==> src/rtl/sfl_pkg.sv <==
package sfl_pkg;
  typedef enum logic [1:0] {
    SEC_SECURE = 2'b00,
    SEC_NONSEC = 2'b01,
    SEC_ROOT   = 2'b10,
    SEC_REALM  = 2'b11
  } sec_state_e;

  typedef enum logic [1:0] {
    ACC_NONE = 2'd0,
    ACC_RO   = 2'd1,
    ACC_RW   = 2'd2
  } acc_e;

  localparam int LVL_W       = 2;
  localparam int NUM_LVL     = 3;
  localparam int CTRL_BITS   = LVL_W * NUM_LVL;
  localparam int PRESENT_BIT = 31;

  // 2'b10 is reserved and falls into the no-access case
  function automatic acc_e lvl_decode(input logic [LVL_W-1:0] lvl);
    case (lvl)
      2'b11:   return ACC_RW;
      2'b01:   return ACC_RO;
      default: return ACC_NONE;
    endcase
  endfunction
endpackage

==> src/rtl/sfl_cfg_reg.sv <==
module sfl_cfg_reg
  import sfl_pkg::*;
#(
  parameter int DATA_W      = 64,
  parameter bit HAS_SR_CTRL = 1'b1
) (
  input  logic                 clk,
  input  logic                 rst_n,
  input  logic                 wr_en,
  input  logic [CTRL_BITS-1:0] wr_lvls,
  output logic [CTRL_BITS-1:0] lvls,
  output logic [DATA_W-1:0]    rd_value
);
  generate
    if (HAS_SR_CTRL) begin : g_full
      logic [CTRL_BITS-1:0] lvl_q;
      always_ff @(posedge clk or negedge rst_n) begin
        if (!rst_n)     lvl_q <= '1;
        else if (wr_en) lvl_q <= wr_lvls;
      end
      assign lvls = lvl_q;
    end else begin : g_ns_only
      logic [LVL_W-1:0] ns_q;
      always_ff @(posedge clk or negedge rst_n) begin
        if (!rst_n)     ns_q <= '1;
        else if (wr_en) ns_q <= wr_lvls[LVL_W-1:0];
      end
      assign lvls = {{(CTRL_BITS-LVL_W){1'b0}}, ns_q};
      wire unused_hi = ^wr_lvls[CTRL_BITS-1:LVL_W];
    end
  endgenerate

  always_comb begin
    rd_value              = '0;
    rd_value[PRESENT_BIT] = 1'b1;
    rd_value[CTRL_BITS-1:0] = lvls;
  end
endmodule

==> src/rtl/sfl_gate.sv <==
module sfl_gate
  import sfl_pkg::*;
#(
  parameter int                ADDR_W      = 12,
  parameter logic [ADDR_W-1:0] CFG_OFFSET  = 12'hE40,
  parameter logic [ADDR_W-1:0] GSR_OFFSET  = 12'hE00,
  parameter bit                HAS_SR_CTRL = 1'b1
) (
  input  sec_state_e           sec,
  input  logic                 write,
  input  logic [ADDR_W-1:0]    addr,
  input  logic [CTRL_BITS-1:0] lvls,
  output logic                 hit_cfg,
  output logic                 fwd,
  output logic                 cfg_wr_ok
);
  logic [LVL_W-1:0] sel_lvl;
  acc_e             acc;
  logic             allow;
  logic             hit_gsr;
  logic             is_root;

  generate
    if (HAS_SR_CTRL) begin : g_per_state
      always_comb begin
        case (sec)
          SEC_SECURE: sel_lvl = lvls[2*LVL_W-1:LVL_W];
          SEC_REALM:  sel_lvl = lvls[3*LVL_W-1:2*LVL_W];
          default:    sel_lvl = lvls[LVL_W-1:0];
        endcase
      end
    end else begin : g_shared
      assign sel_lvl = lvls[LVL_W-1:0];
      wire unused_sr = ^lvls[CTRL_BITS-1:LVL_W];
    end
  endgenerate

  always_comb begin
    is_root   = (sec == SEC_ROOT);
    acc       = lvl_decode(sel_lvl);
    allow     = is_root || (acc == ACC_RW) || ((acc == ACC_RO) && !write);
    hit_cfg   = (addr == CFG_OFFSET);
    hit_gsr   = (addr == GSR_OFFSET);
    fwd       = !hit_cfg && (allow || (hit_gsr && !write));
    cfg_wr_ok = hit_cfg && write && is_root;
  end
endmodule

==> src/rtl/sfl_rsp.sv <==
module sfl_rsp #(
  parameter int DATA_W = 64
) (
  input  logic              clk,
  input  logic              rst_n,
  input  logic              load,
  input  logic [DATA_W-1:0] load_data,
  input  logic              rsp_ready,
  output logic              rsp_valid,
  output logic [DATA_W-1:0] rsp_rdata,
  output logic              free
);
  assign free = !rsp_valid || rsp_ready;

  always_ff @(posedge clk or negedge rst_n) begin
    if (!rst_n) begin
      rsp_valid <= 1'b0;
      rsp_rdata <= '0;
    end else if (load) begin
      rsp_valid <= 1'b1;
      rsp_rdata <= load_data;
    end else if (rsp_ready) begin
      rsp_valid <= 1'b0;
    end
  end
endmodule

==> src/rtl/sfl_filter.sv <==
module sfl_filter
  import sfl_pkg::*;
#(
  parameter int                ADDR_W      = 12,
  parameter int                DATA_W      = 64,
  parameter logic [ADDR_W-1:0] CFG_OFFSET  = 12'hE40,
  parameter logic [ADDR_W-1:0] GSR_OFFSET  = 12'hE00,
  parameter bit                HAS_SR_CTRL = 1'b1
) (
  input  logic              clk,
  input  logic              rst_n,
  input  logic              req_valid,
  output logic              req_ready,
  input  logic              req_write,
  input  logic [1:0]        req_sec,
  input  logic [ADDR_W-1:0] req_addr,
  input  logic [DATA_W-1:0] req_wdata,
  output logic              rsp_valid,
  input  logic              rsp_ready,
  output logic [DATA_W-1:0] rsp_rdata,
  output logic              dn_valid,
  output logic              dn_write,
  output logic [ADDR_W-1:0] dn_addr,
  output logic [DATA_W-1:0] dn_wdata,
  input  logic [DATA_W-1:0] dn_rdata
);
  logic [CTRL_BITS-1:0] ctrl_q;
  logic [DATA_W-1:0]    cfg_value;
  logic [DATA_W-1:0]    rsp_data;
  logic                 accept;
  logic                 hit_cfg;
  logic                 fwd;
  logic                 cfg_wr_ok;

  assign accept = req_valid && req_ready;

  sfl_gate #(
    .ADDR_W(ADDR_W), .CFG_OFFSET(CFG_OFFSET),
    .GSR_OFFSET(GSR_OFFSET), .HAS_SR_CTRL(HAS_SR_CTRL)
  ) gate_i (
    .sec(sec_state_e'(req_sec)), .write(req_write), .addr(req_addr),
    .lvls(ctrl_q), .hit_cfg(hit_cfg), .fwd(fwd), .cfg_wr_ok(cfg_wr_ok)
  );

  sfl_cfg_reg #(.DATA_W(DATA_W), .HAS_SR_CTRL(HAS_SR_CTRL)) cfg_i (
    .clk(clk), .rst_n(rst_n), .wr_en(accept && cfg_wr_ok),
    .wr_lvls(req_wdata[CTRL_BITS-1:0]), .lvls(ctrl_q), .rd_value(cfg_value)
  );

  always_comb begin
    if (req_write)    rsp_data = '0;
    else if (hit_cfg) rsp_data = cfg_value;
    else if (fwd)     rsp_data = dn_rdata;
    else              rsp_data = '0;
  end

  sfl_rsp #(.DATA_W(DATA_W)) rsp_i (
    .clk(clk), .rst_n(rst_n), .load(accept), .load_data(rsp_data),
    .rsp_ready(rsp_ready), .rsp_valid(rsp_valid), .rsp_rdata(rsp_rdata),
    .free(req_ready)
  );

  assign dn_valid = accept && fwd;
  assign dn_write = req_write;
  assign dn_addr  = req_addr;
  assign dn_wdata = req_wdata;
endmodule

==> config.mk <==
export PLATFORM = sky130hd
export DESIGN_NAME = sfl_filter
export DESIGN_NICKNAME = d
export VERILOG_FILES = /design/src/rtl/sfl_pkg.sv /design/src/rtl/sfl_cfg_reg.sv /design/src/rtl/sfl_gate.sv /design/src/rtl/sfl_rsp.sv /design/src/rtl/sfl_filter.sv
export SDC_FILE = /design/constraint.sdc
export NUM_CORES = 1
export LEC_CHECK = 0
export BUFFER_PORTS_ARGS = -buffer_cell sky130_fd_sc_hd__buf_2
export CORE_AREA = 2 2 112 114
export DETAILED_ROUTE_END_ITERATION = 7
export DIE_AREA = 0 0 114 116
export GPL_TIMING_DRIVEN = 0
export PLACE_DENSITY = 0.65
export SYNTH_ARGS = -nofsm -noshare
export SYNTH_HDL_FRONTEND = slang
export SYNTH_SLANG_ARGS = --single-unit
export TNS_END_PERCENT = 30
==> constraint.sdc <==
create_clock -name clk -period 2.3 [get_ports clk]
set_input_delay 0.46 -clock clk [delete_from_list [all_inputs] [get_ports clk]]
set_output_delay 0.46 -clock clk [all_outputs]
set_load 0.02 [all_outputs]
==> results.md <==
- IO Pins: 291
- Maximum fanout along the worst path: 19
- Per-cell via count in the routed design: 4.39
- TritonCTS buffer count: 9
- H-Tree Level Count: 3
- Mean cell area of the mapped netlist: 12.4 um2
- Drt pass-1 iters: 4
- Area enclosed by the die boundary: 13200 um2
- Detailed-placement wirelength estimate: 7550 um
- Setup CP Type: flip-flop to output port
- Standard-cell row count: 40
- Count of flip-flops with a built-in enable after synthesis: 0
- Clock Tree Root: sky130_fd_sc_hd__clkbuf_16
- Final Max Tran Viols: 0
- Synth-to-Final Area Change: 49.5%
- Register area: 1780 um2
- WL final: 9530 um
- Transition at the pin with the smallest max-transition slack: 0.866 ns
- Multi-input logic area: 926 um2
- DR vias: 2921
- Result of the run: complete, no violations
- First-pass GRT wire length: 13900 um
- Power Dens Cells: 660 nW/um2
- Die width: 114 um
- Synthesis Warnings: 0
- Worst Path Required: 1.84 ns
- Internal power: 2.44 mW
- Number of port buffers: 232
- Overflow after GRT: 0
- Fraction of layout instances using a drive strength above 1: 0.683
- Maximum number of pins on one net before global-route repair: 72
- Std-Cell Core Area: 11900 um2
- Number of remaining DRC errors: 0
- Max Root-Sink Buffers: 2
- Final hold viol count: 0
- Number of filler instances in the final layout: 1197
- Share of flip-flops with an asynchronous set or reset: 1.00
- Leakage power total: 2.90 nW
- DRC violation total after the first TritonRoute iteration: 100
- Via count of the first global-routing pass: 2825
- Effective utilization at floorplan: 0.282
- Flops & latches, synth: 71
- Diode count: 0
- Total chip power: 3.31 mW
- R2r setup slk: 0.39 ns
- Final weighted congestion of routability-driven global placement: 0.732
- Cell Area, Synth: 3350 um2
- Post-route ant nets: 0
- Die span in y: 116 um
- Number of nets produced by synthesis: 421
- Total of max-cap violations: 0
- Fmax achieved: 472 MHz
- Register-to-Register Path Depth: 6
- Predominant post-synthesis flop cell: sky130_fd_sc_hd__dfrtp_1
- Netlist cell types: 28
- Worst voltage drop across the vdd grid: 0.000271 V
- Clock power frac: 0.414
- Clock transition at the registers of the reported paths: 0.06 ns
- Number of sinks driven by the clock tree: 71
- Fin util: 0.421
- Unrepaired setup endpoints after global routing: no
- Switching share of power: 0.264
- Data arrival at the endpoint of the critical path: 1.66 ns
- Net switching power: 0.872 mW
- Class of the tightest hold or removal check: input pin to asynchronous set/reset pin
- Sequential Power Share: 0.402
- Clock insertion delay at the later pin of the skew report: 0.33 ns
- Clock Skew: 0.0125 ns
- Instance count of the mapped netlist: 271
- DR WL/cell: 14.3 um
- Relative contribution of combinational cells to total power: 0.184
- Number of buffers added for setup after CTS: 0
- Category of the worst setup path launch point: flip-flop
- Proportion of synthesized chip area in sequential cells: 0.532
- Total number of nets in the final design: 663
- Initial antenna violation count: 0
- CTS tree: done
- Post-route minimum period: 2.12 ns
- Tightest slew margin relative to the limit: 0.423
- Final setup viols: 0
- Tot GR Track Use: 0.136
- Critical Path Sink Type: output port
- Final period util: 0.921
-- metrics by stage --
step           cell area, um2  setup slack, ns  std cells  hold slack (ns)  setup TNS [ns]
4_1_cts                  5010          0.00612        665            0.282               0
3_5_place_dp             4700           -0.469        650            0.466          -0.576
2_1_floorplan            3350           0.0287        271            0.164               0
5_1_grt                  5010           0.0307        665            0.324               0
3_3_place_gp             4700           -0.457        650            0.473          -0.548
6_report                 5010            0.181        665            0.253               0
-- registers in the layout (all words and copies together) (netlist names) --
| register | count |
|---|---|
| rsp_i.rsp_valid | 1 |
| cfg_i.lvls | 6 |
| rsp_i.rsp_rdata | 64 |
-- cell families after synthesis --
kind of cell	count (synthesis)	synth area share
AOI/OAI and AO/OA	71	0.183
buffers and inverters	95	0.195
and+or+nand+nor	25	0.0586
DFF	71	0.532
muxes	6	0.0201
adders and majority gates	3	0.0112
-- critical path: stages (launching register included) --
cell and delay, ns:
sky130_fd_sc_hd__dfrtp_1 0.37, sky130_fd_sc_hd__nand2b_1 0.16, sky130_fd_sc_hd__nand2_1 0.16, sky130_fd_sc_hd__buf_4 0.25
sky130_fd_sc_hd__nor3_2 0.22, sky130_fd_sc_hd__buf_4 0.18
-- final timing paths --
kind | startpoint | to
worst min-delay path | rst_n | rsp_i.rsp_rdata[42]
min in group clk | dn_rdata[46] | rsp_i.rsp_rdata[46]
worst max register to register | cfg_i.lvls[5] | rsp_i.rsp_rdata[3]
max in group asynchronous | rst_n | rsp_i.rsp_rdata[30]
worst max-delay path | rsp_i.rsp_valid | dn_valid
worst min register to register | rsp_i.rsp_rdata[31] | rsp_i.rsp_rdata[31]
-- area by class of cell --
type / count / share of cell area
Buffer: 90 / 0.128
Multi-Input combinational cell: 105 / 0.185
Tap cell: 147 / 0.0367
Sequential cell: 71 / 0.356
Timing Repair Buffer: 232 / 0.233
Clock buffer: 10 / 0.0477
Inverter: 4 / 0.00299
Clock inverter: 6 / 0.0120
-- cells in the final DEF, fill, tap and decap left out, types with 2 or more instances in the layout --
cell type                    synthesis  routed
sky130_fd_sc_hd__buf_2               7     237
sky130_fd_sc_hd__buf_4              77      80
sky130_fd_sc_hd__dfrtp_1            65      65
sky130_fd_sc_hd__a22o_1             57      57
sky130_fd_sc_hd__clkbuf_16           0       9
sky130_fd_sc_hd__a221o_1             6       6
sky130_fd_sc_hd__mux2_2              6       6
sky130_fd_sc_hd__dfstp_2             6       6
sky130_fd_sc_hd__clkbuf_1            7       5
sky130_fd_sc_hd__inv_1               4       4
sky130_fd_sc_hd__and3_2              4       4
sky130_fd_sc_hd__nand2_1             3       3
sky130_fd_sc_hd__and2_1              3       3
sky130_fd_sc_hd__ha_1                3       3
sky130_fd_sc_hd__clkinv_2            0       3
sky130_fd_sc_hd__nor4b_4             2       2
sky130_fd_sc_hd__nor3_1              3       2
sky130_fd_sc_hd__a22oi_1             2       2
sky130_fd_sc_hd__nand2b_1            2       2
sky130_fd_sc_hd__o21ai_0             3       2
sky130_fd_sc_hd__clkinvlp_4          0       2
-- power by group through the flow --
stage / combinational [mW] / sequential, mW / clock (mW)
2_1_floorplan: 0.289 / 1.42 / 0
3_3_place_gp: 0.610 / 1.35 / 0
3_5_place_dp: 0.615 / 1.35 / 0
4_1_cts: 0.619 / 1.33 / 1.41
5_1_grt: 0.657 / 1.34 / 1.46
6_report: 0.608 / 1.33 / 1.37
-- cells in the mapped netlist, types with 2 or more instances --
cell,instances,area (um2)
sky130_fd_sc_hd__a22oi_1,2,15.0
sky130_fd_sc_hd__nand2b_1,2,12.5
sky130_fd_sc_hd__a211oi_1,2,15.0
sky130_fd_sc_hd__a221o_1,6,60.1
sky130_fd_sc_hd__and2_1,3,18.8
sky130_fd_sc_hd__ha_1,3,37.5
sky130_fd_sc_hd__inv_1,4,15.0
sky130_fd_sc_hd__clkbuf_1,7,26.3
sky130_fd_sc_hd__nor3_1,3,15.0
sky130_fd_sc_hd__dfrtp_1,65,1630
sky130_fd_sc_hd__nand2_1,3,11.3
sky130_fd_sc_hd__dfstp_2,6,158
sky130_fd_sc_hd__buf_4,77,578
sky130_fd_sc_hd__buf_2,7,35.0
sky130_fd_sc_hd__mux2_2,6,67.6
sky130_fd_sc_hd__and3_2,4,30.0
sky130_fd_sc_hd__o21ai_0,3,15.0
sky130_fd_sc_hd__a22o_1,57,499
sky130_fd_sc_hd__nor4b_4,2,47.6
-- layer usage --
layer,share of wire,vias up,global-route usage
met3,0.077,5,0.0309
met5,0,-,0
met1,0.41,1357,0.164
met4,0.0095,0,0.0463
met2,0.51,171,0.240
li1,-,1388,-
-- timing repair --
item | in CTS | in global routing
pin swaps | 1 | 2
setup endpoints to repair | 1 | 1
gates resized for setup | 5 | 2
hold buffers | 0 | 0
gates cloned | 0 | 0
(Power assumes the default switching activity.)
